**src/rtl/scaled_pwm.sv**
```systemverilog
module scaled_pwm #(
  parameter int CHANNELS = 4,
  parameter int CMP_W    = 16,
  parameter int SCALE_W  = 4,
  parameter int ADDR_W   = 8,
  parameter int DATA_W   = 32,
  parameter int RUN_BIT  = 12
) (
  input  logic                clk,
  input  logic                rst_n,
  input  logic                bus_wr,
  input  logic [ADDR_W-1:0]   bus_addr,
  input  logic [DATA_W-1:0]   bus_wdata,
  output logic [DATA_W-1:0]   bus_rdata,
  output logic [CHANNELS-1:0] pwm_out
);
  localparam int MAX_SCALE = (1 << SCALE_W) - 1;
  localparam int CNT_W     = CMP_W + MAX_SCALE;
  localparam logic [ADDR_W-1:0] OFS_CFG = ADDR_W'(8'h00);
  localparam logic [ADDR_W-1:0] OFS_CNT = ADDR_W'(8'h08);
  localparam logic [ADDR_W-1:0] OFS_SCL = ADDR_W'(8'h10);
  localparam int CMP_BASE = 'h20;

  logic [SCALE_W-1:0]            scale;
  logic                          run;
  logic [CNT_W-1:0]              cnt;
  logic [CHANNELS-1:0][CMP_W-1:0] cmp;
  logic [CNT_W-1:0]              wrap_mask;
  logic [CMP_W-1:0]              scaled;

  wire wr_cfg = bus_wr && (bus_addr == OFS_CFG);
  wire wr_cnt = bus_wr && (bus_addr == OFS_CNT);

  assign wrap_mask = {CNT_W{1'b1}} >> (SCALE_W'(MAX_SCALE) - scale);
  assign scaled    = CMP_W'(cnt >> scale);

  always_ff @(posedge clk) begin
    if (!rst_n) begin
      scale <= '0;
      run   <= 1'b0;
    end else if (wr_cfg) begin
      scale <= bus_wdata[SCALE_W-1:0];
      run   <= bus_wdata[RUN_BIT];
    end
  end

  always_ff @(posedge clk) begin
    if (!rst_n)      cnt <= '0;
    else if (wr_cnt) cnt <= bus_wdata[CNT_W-1:0];
    else if (run)    cnt <= (cnt + 1'b1) & wrap_mask;
  end

  for (genvar i = 0; i < CHANNELS; i++) begin : g_ch
    localparam logic [ADDR_W-1:0] OFS = ADDR_W'(CMP_BASE + 4 * i);
    always_ff @(posedge clk) begin
      if (!rst_n)                          cmp[i] <= '0;
      else if (bus_wr && bus_addr == OFS)  cmp[i] <= bus_wdata[CMP_W-1:0];
    end
    assign pwm_out[i] = scaled < cmp[i];
  end

  always_comb begin
    bus_rdata = '0;
    if (bus_addr == OFS_CFG) begin
      bus_rdata[SCALE_W-1:0] = scale;
      bus_rdata[RUN_BIT]     = run;
    end else if (bus_addr == OFS_CNT) begin
      bus_rdata[CNT_W-1:0] = cnt;
    end else if (bus_addr == OFS_SCL) begin
      bus_rdata[CMP_W-1:0] = scaled;
    end else begin
      for (int i = 0; i < CHANNELS; i++)
        if (bus_addr == ADDR_W'(CMP_BASE + 4 * i)) bus_rdata[CMP_W-1:0] = cmp[i];
    end
  end
endmodule

```
**config.mk**
```make
export PLATFORM = sky130hd
export DESIGN_NAME = scaled_pwm
export DESIGN_NICKNAME = d
export VERILOG_FILES = /design/src/rtl/scaled_pwm.sv
export SDC_FILE = /design/constraint.sdc
export NUM_CORES = 1
export LEC_CHECK = 0
export ABC_AREA = 1
export ABC_CLOCK_PERIOD_IN_PS = 3600
export BUFFER_PORTS_ARGS = -buffer_cell sky130_fd_sc_hd__buf_2
export CAP_MARGIN = 20
export CORE_MARGIN = 2
export CORE_UTILIZATION = 52
export DETAILED_ROUTE_END_ITERATION = 10
export PLACE_DENSITY = 0.78
export SLEW_MARGIN = 25
export SYNTH_ARGS = -nofsm -noshare
export SYNTH_HDL_FRONTEND = slang
export SYNTH_SLANG_ARGS = --single-unit
```
**constraint.sdc**
```tcl
create_clock -name clk -period 3.6 [get_ports clk]
set_clock_uncertainty 0.1 [all_clocks]
set_input_delay 0.72 -clock clk [delete_from_list [all_inputs] [get_ports clk]]
set_output_delay 0.72 -clock clk [all_outputs]
set_load 0.01 [all_outputs]
```
Word-level counts from Yosys, hierarchy flattened
Index checks and enable logic that the tools add are counted.
- bitwise gates (word level): 1
- eq/ne operators: 6
- mux-type cells: 13
- shifts and indexed selects: 2
- reductions and logical operators: 8
- add/subtract/negate cells: 2
- order comparisons: 4
- operator list (kind ; count):
    two-way mux 16 bit ; 6
    < comparator 16 bit ; 4
    two-way mux 31 bit ; 2
    equality test 8 x 6 -> 1 bit (second input constant) ; 4
    adder 31 x 1 -> 31 bit (second input constant) ; 1
    AND 31 bit ; 1
    right shift 31 x 4 -> 16 bit ; 1
    right shift 31 x 4 -> 31 bit (first input constant) ; 1
    two-way mux 18 bit ; 1
    two-way mux 15 bit ; 1
    equality test 8 x 4 -> 1 bit (second input constant) ; 1
    equality test 8 x 5 -> 1 bit (second input constant) ; 1
    logical NOT 8 bit ; 1
    two-way mux 8 bit ; 1
    logical AND 1 bit ; 6
    two-way mux 4 bit ; 1
    subtractor 4 bit (first input constant) ; 1
    nonzero test 2 bit ; 1
    two-way mux 1 bit ; 1
- word-level logic and storage cells: 43
- input port bits: 43
- register bits after elaboration: 100

Logic depth before layout (Yosys ltp)
- depth after elaboration: 8
- depth in mapped cells: 19
- depth with buffers taken out: 17

Worst setup path before layout
Ideal clock, no wire load.
- path kind: register -> output
- from: register scale[0]
- to: output pwm_out[1]
- path slack: 485 ps
- data required time: 2780 ps
- arrival time: 2295 ps
- cell stages (with the launch flop): 16
- cells stage by stage: dfxtp_1 > buf_2 > buf_4 > buf_4 > nand2_1 > a31oi_1 > nand2_1 > o21ai_0 > nand2_1 > nand2_1 > ha_1 > a21oi_1 > nor2_1 > a211oi_1 > o221ai_1 > a21oi_1
- cells in the longest elaborated chain, start to end: 2
- RTL lines (item ; line ; RTL):
    start, declared ; 24 ; logic [SCALE_W-1:0] scale;
    start signal, assigned ; 42 ; scale <= bus_wdata[SCALE_W-1:0];
    right shift 31 x 4 -> 16 bit ; 35 ; assign scaled = CMP_W'(cnt >> scale);
    < comparator 16 bit ; 59 ; assign pwm_out[i] = scaled < cmp[i];
    end, declared ; 15 ; output logic [CHANNELS-1:0] pwm_out
No other way between the ends.

Worst setup path after layout
- from: register scale[0]
- to: output pwm_out[3]
The elaborated chain is that of the path after synthesis.

==> flow_metrics.env <==
export IMPL_p_leak_nw=3.78
export IMPL_fmax_mhz=272
export IMPL_drive_gt1_share_pct=17.7
export IMPL_setup_ws_ps=-77.1
export IMPL_hpwl_um=19100
export IMPL_netlist_area_sq_um=7720
export IMPL_synth_async_reset_ratio_pct=0
export IMPL_maxCapViolations=0
export IMPL_design_area_sq_um=8990
export IMPL_synthToLayoutAreaGrowth_pct=16.4
export IMPL_r2r_end="cnt[28]"
export IMPL_ys_ff_latch=100
export IMPL_cp_max_fo=9
export IMPL_dieArea_sq_um=15800
export IMPL_critPathKind="reg2out"
export IMPL_grt_pass1_vias=7752
export IMPL_wl_per_cell_um=17.5
export IMPL_wl_um=25500
export IMPL_grt_overflow=0
export IMPL_max_stage_delay_ps=390
export IMPL_tritoncts="done"
export IMPL_hold_path_cell_count=2
export IMPL_hold_class="reg2reg"
export IMPL_setup_viol=4
export IMPL_synth_cell_type_count=45
export IMPL_cpLargestDelayFamily="compound AO/OA/AOI/OAI gates"
export IMPL_clock_root_buffer="clkbuf_16"
export IMPL_fp_dieW_um=126
export IMPL_initial_core_util_pct=53.1
export IMPL_cts_buffer_depth=2
export IMPL_synth_ff_type="dfxtp_1"
export IMPL_period_minus_slack_ps=3680
export IMPL_die_height_um=126
export IMPL_vias=8552
export IMPL_grt_antenna_before_repair=0
export IMPL_vias_per_cell=5.87
export IMPL_holdPathEnd="cmp[38]"
export IMPL_start_kind="flop"
export IMPL_hold_start="cmp[38]"
export IMPL_cts_num_sinks=100
export IMPL_cp_slowest_cell="dfxtp_4"
export IMPL_holdBufCountCts=0
export IMPL_synth_top_cells_by_count="nand2_1 (248), inv_1 (140), a21oi_1 (136)"
export IMPL_synth_edff_count=0
export IMPL_row_count=44
export IMPL_synth_top_area_share_pct=25.9
export IMPL_layout_nets=1374
export IMPL_slew_headroom_pct=38.5
export IMPL_placed_cell_area_sq_um=8420
export IMPL_worstReg2RegStart="cnt[0]"
export IMPL_cp_arrival_ps=2860
export IMPL_grt_total_usage_pct=31.4
export IMPL_crit_path_end_kind="primary output"
export IMPL_drt_iter0_markers=848
export IMPL_insertion_delay_ps=360
export IMPL_status="finished with violations"
export IMPL_reg2reg_depth=9
export IMPL_synth_cells=1193
export IMPL_syn_num_nets=1297
export IMPL_finalHoldViolations=0
export IMPL_powerDensity_nw_per_um2=252
export IMPL_syn_area_per_cell_sq_um=6.47
export IMPL_total_power_mw=2.27
export IMPL_post_route_drc_count=0
export IMPL_rrSetupSlack_ps=1250
export IMPL_yosysTopAreaCell="dfxtp_1"
export IMPL_cts_buffers=9
export IMPL_grt_first_pass_wirelength_um=39900
export IMPL_violations="setup timing"
export IMPL_place_gp_congestion=1.02
export IMPL_ys_seq_area_share_pct=25.9
export IMPL_worstMarginPinSlew_ps=920
export IMPL_worstPathCellList="buf_12 > nand2_1 > o21ai_1 > o21ai_1 > mux2i_2 > buf_4 > o21a_2 > ha_1 > a21oi_1 > nand2_1 > nand2_1 > nand2_1 > a21oi_2 > buf_2"
export IMPL_required_ps=2780
export IMPL_grt_max_degree=49
export IMPL_synth_warnings=0
export IMPL_ir_drop_mv=0.231
export IMPL_dp_slack_ps=77.0
export IMPL_dr_pass1_iters=6
export IMPL_rsz0062_at_grt="true"
export IMPL_antenna_cells=0
export IMPL_period_share_pct=102
export IMPL_core_sq_um=14500
export IMPL_synthTopCellsByArea="dfxtp_1 (26%), nand2_1 (12%), ha_1 (9.9%), a21oi_1 (8.8%), inv_1 (6.8%)"
export IMPL_postRouteAntennaNets=0
export IMPL_holdWs_ps=377
export IMPL_path_depth=14
export IMPL_boundaryPins=79
export IMPL_cpMostUsedCell="nand2_1"
export IMPL_portBuffers=76
export IMPL_synth_most_common_cell="nand2_1"
export IMPL_path_buf_inv=3
export IMPL_path_clk_slew_ps=70
export IMPL_maxSlewViolCount=0
export IMPL_cts_htree_levels=3
## routing by layer
metal  global-route usage [%]  vias up  share of wire (%)
met4                     9.83        0                2.1
met2                     47.8      390                 44
met1                     46.1     3935                 45
met5                        0        -                  0
met3                     4.59       42                8.9
li1                         -     4185                  -
## state kept, by name, summed over array words and instances, names as in the netlist
name	cells
cmp	64
scale	4
cnt	31
run	1
## metrics by stage
stage          std cells  TNS (ps)  util (%)
5_1_grt             1458      -752      61.9
4_1_cts             1452         0      60.6
2_1_floorplan       1193         0         -
3_3_place_gp        1435         0      57.9
6_report            1458      -171      61.9
3_5_place_dp        1435         0      57.9
## placed cells by master, fill, tap and decap left out, types with 4 or more instances in the layout
cell | Yosys | final
nand2_4 | 2 | 5
nor2_4 | 5 | 5
o221ai_1 | 7 | 7
nor2_2 | 4 | 6
nand3_1 | 43 | 43
nor4_1 | 4 | 4
buf_2 | 23 | 76
xor2_1 | 16 | 16
a211oi_2 | 0 | 5
inv_2 | 17 | 17
inv_1 | 140 | 139
a21oi_1 | 136 | 130
nor3_1 | 14 | 14
nand2_2 | 6 | 10
a211oi_1 | 11 | 6
o22ai_1 | 17 | 17
nand4_1 | 17 | 17
ha_1 | 61 | 60
dfxtp_1 | 100 | 98
a31oi_1 | 12 | 11
nor2_1 | 71 | 69
clkbuf_16 | 0 | 11
o21ai_1 | 51 | 48
o211ai_1 | 19 | 19
buf_4 | 5 | 47
o21ai_0 | 94 | 85
nand2_1 | 248 | 241
a21oi_2 | 1 | 7
o21ai_2 | 0 | 12
a221oi_1 | 5 | 5
## worst reg2reg max path, stage by stage (launching register included)
cell and delay [ps]:
dfxtp_1 440, ha_1 260, nand2_1 120, nor3_4 300
nand4_2 260, nor2_4 250, nand3b_1 130, xor2_1 150
nand3_1 100, a21oi_1 160
## area by class of cell
class                   instances  area, sq um
clock inverters                 6         71.3
repair buffers                128          843
clock buffers                   9          225
well taps                     184          230
multi-input cells             871         5010
inverters                     160          604
fillers                      1407         5540
flip-flops and latches        100         2010
## power breakdown
| group | internal [mW] | switching, mW | leakage (nW) |
|---|---|---|---|
| Combinational | 0.0457 | 0.0908 | 2.83 |
| Sequential | 1.11 | 0.00185 | 0.807 |
| Clock | 0.544 | 0.477 | 0.144 |
| Total | 1.70 | 0.569 | 3.78 |
## repair_timing
action,in CTS,in global routing
pin swaps,3,7
setup endpoints to repair,4,4
gates resized for setup,33,23
buffers inserted,2,4
cloned,0,2
## how the worst max path moves through the flow
stage                       to  startpoint
CTS                 pwm_out[0]    scale[0]
finish              pwm_out[3]    scale[0]
global route        pwm_out[0]    scale[0]
floorplan           pwm_out[1]    scale[0]
detailed placement  pwm_out[0]    scale[0]
global placement    pwm_out[3]    scale[0]
## cells by family (layout without fill, tap and decap cells)
kind of cell,after synthesis,count (layout),synth area share (%)
flops,100,100,25.9
other cells,1,1,0.0486
fa+ha+maj,61,61,9.88
simple gates,422,422,24.0
compound gates,366,366,26.3
xor+xnor,19,19,2.16
buf+inv,222,303,11.4
mux,2,2,0.259
No activity file was read; power rests on OpenSTA's default activity.
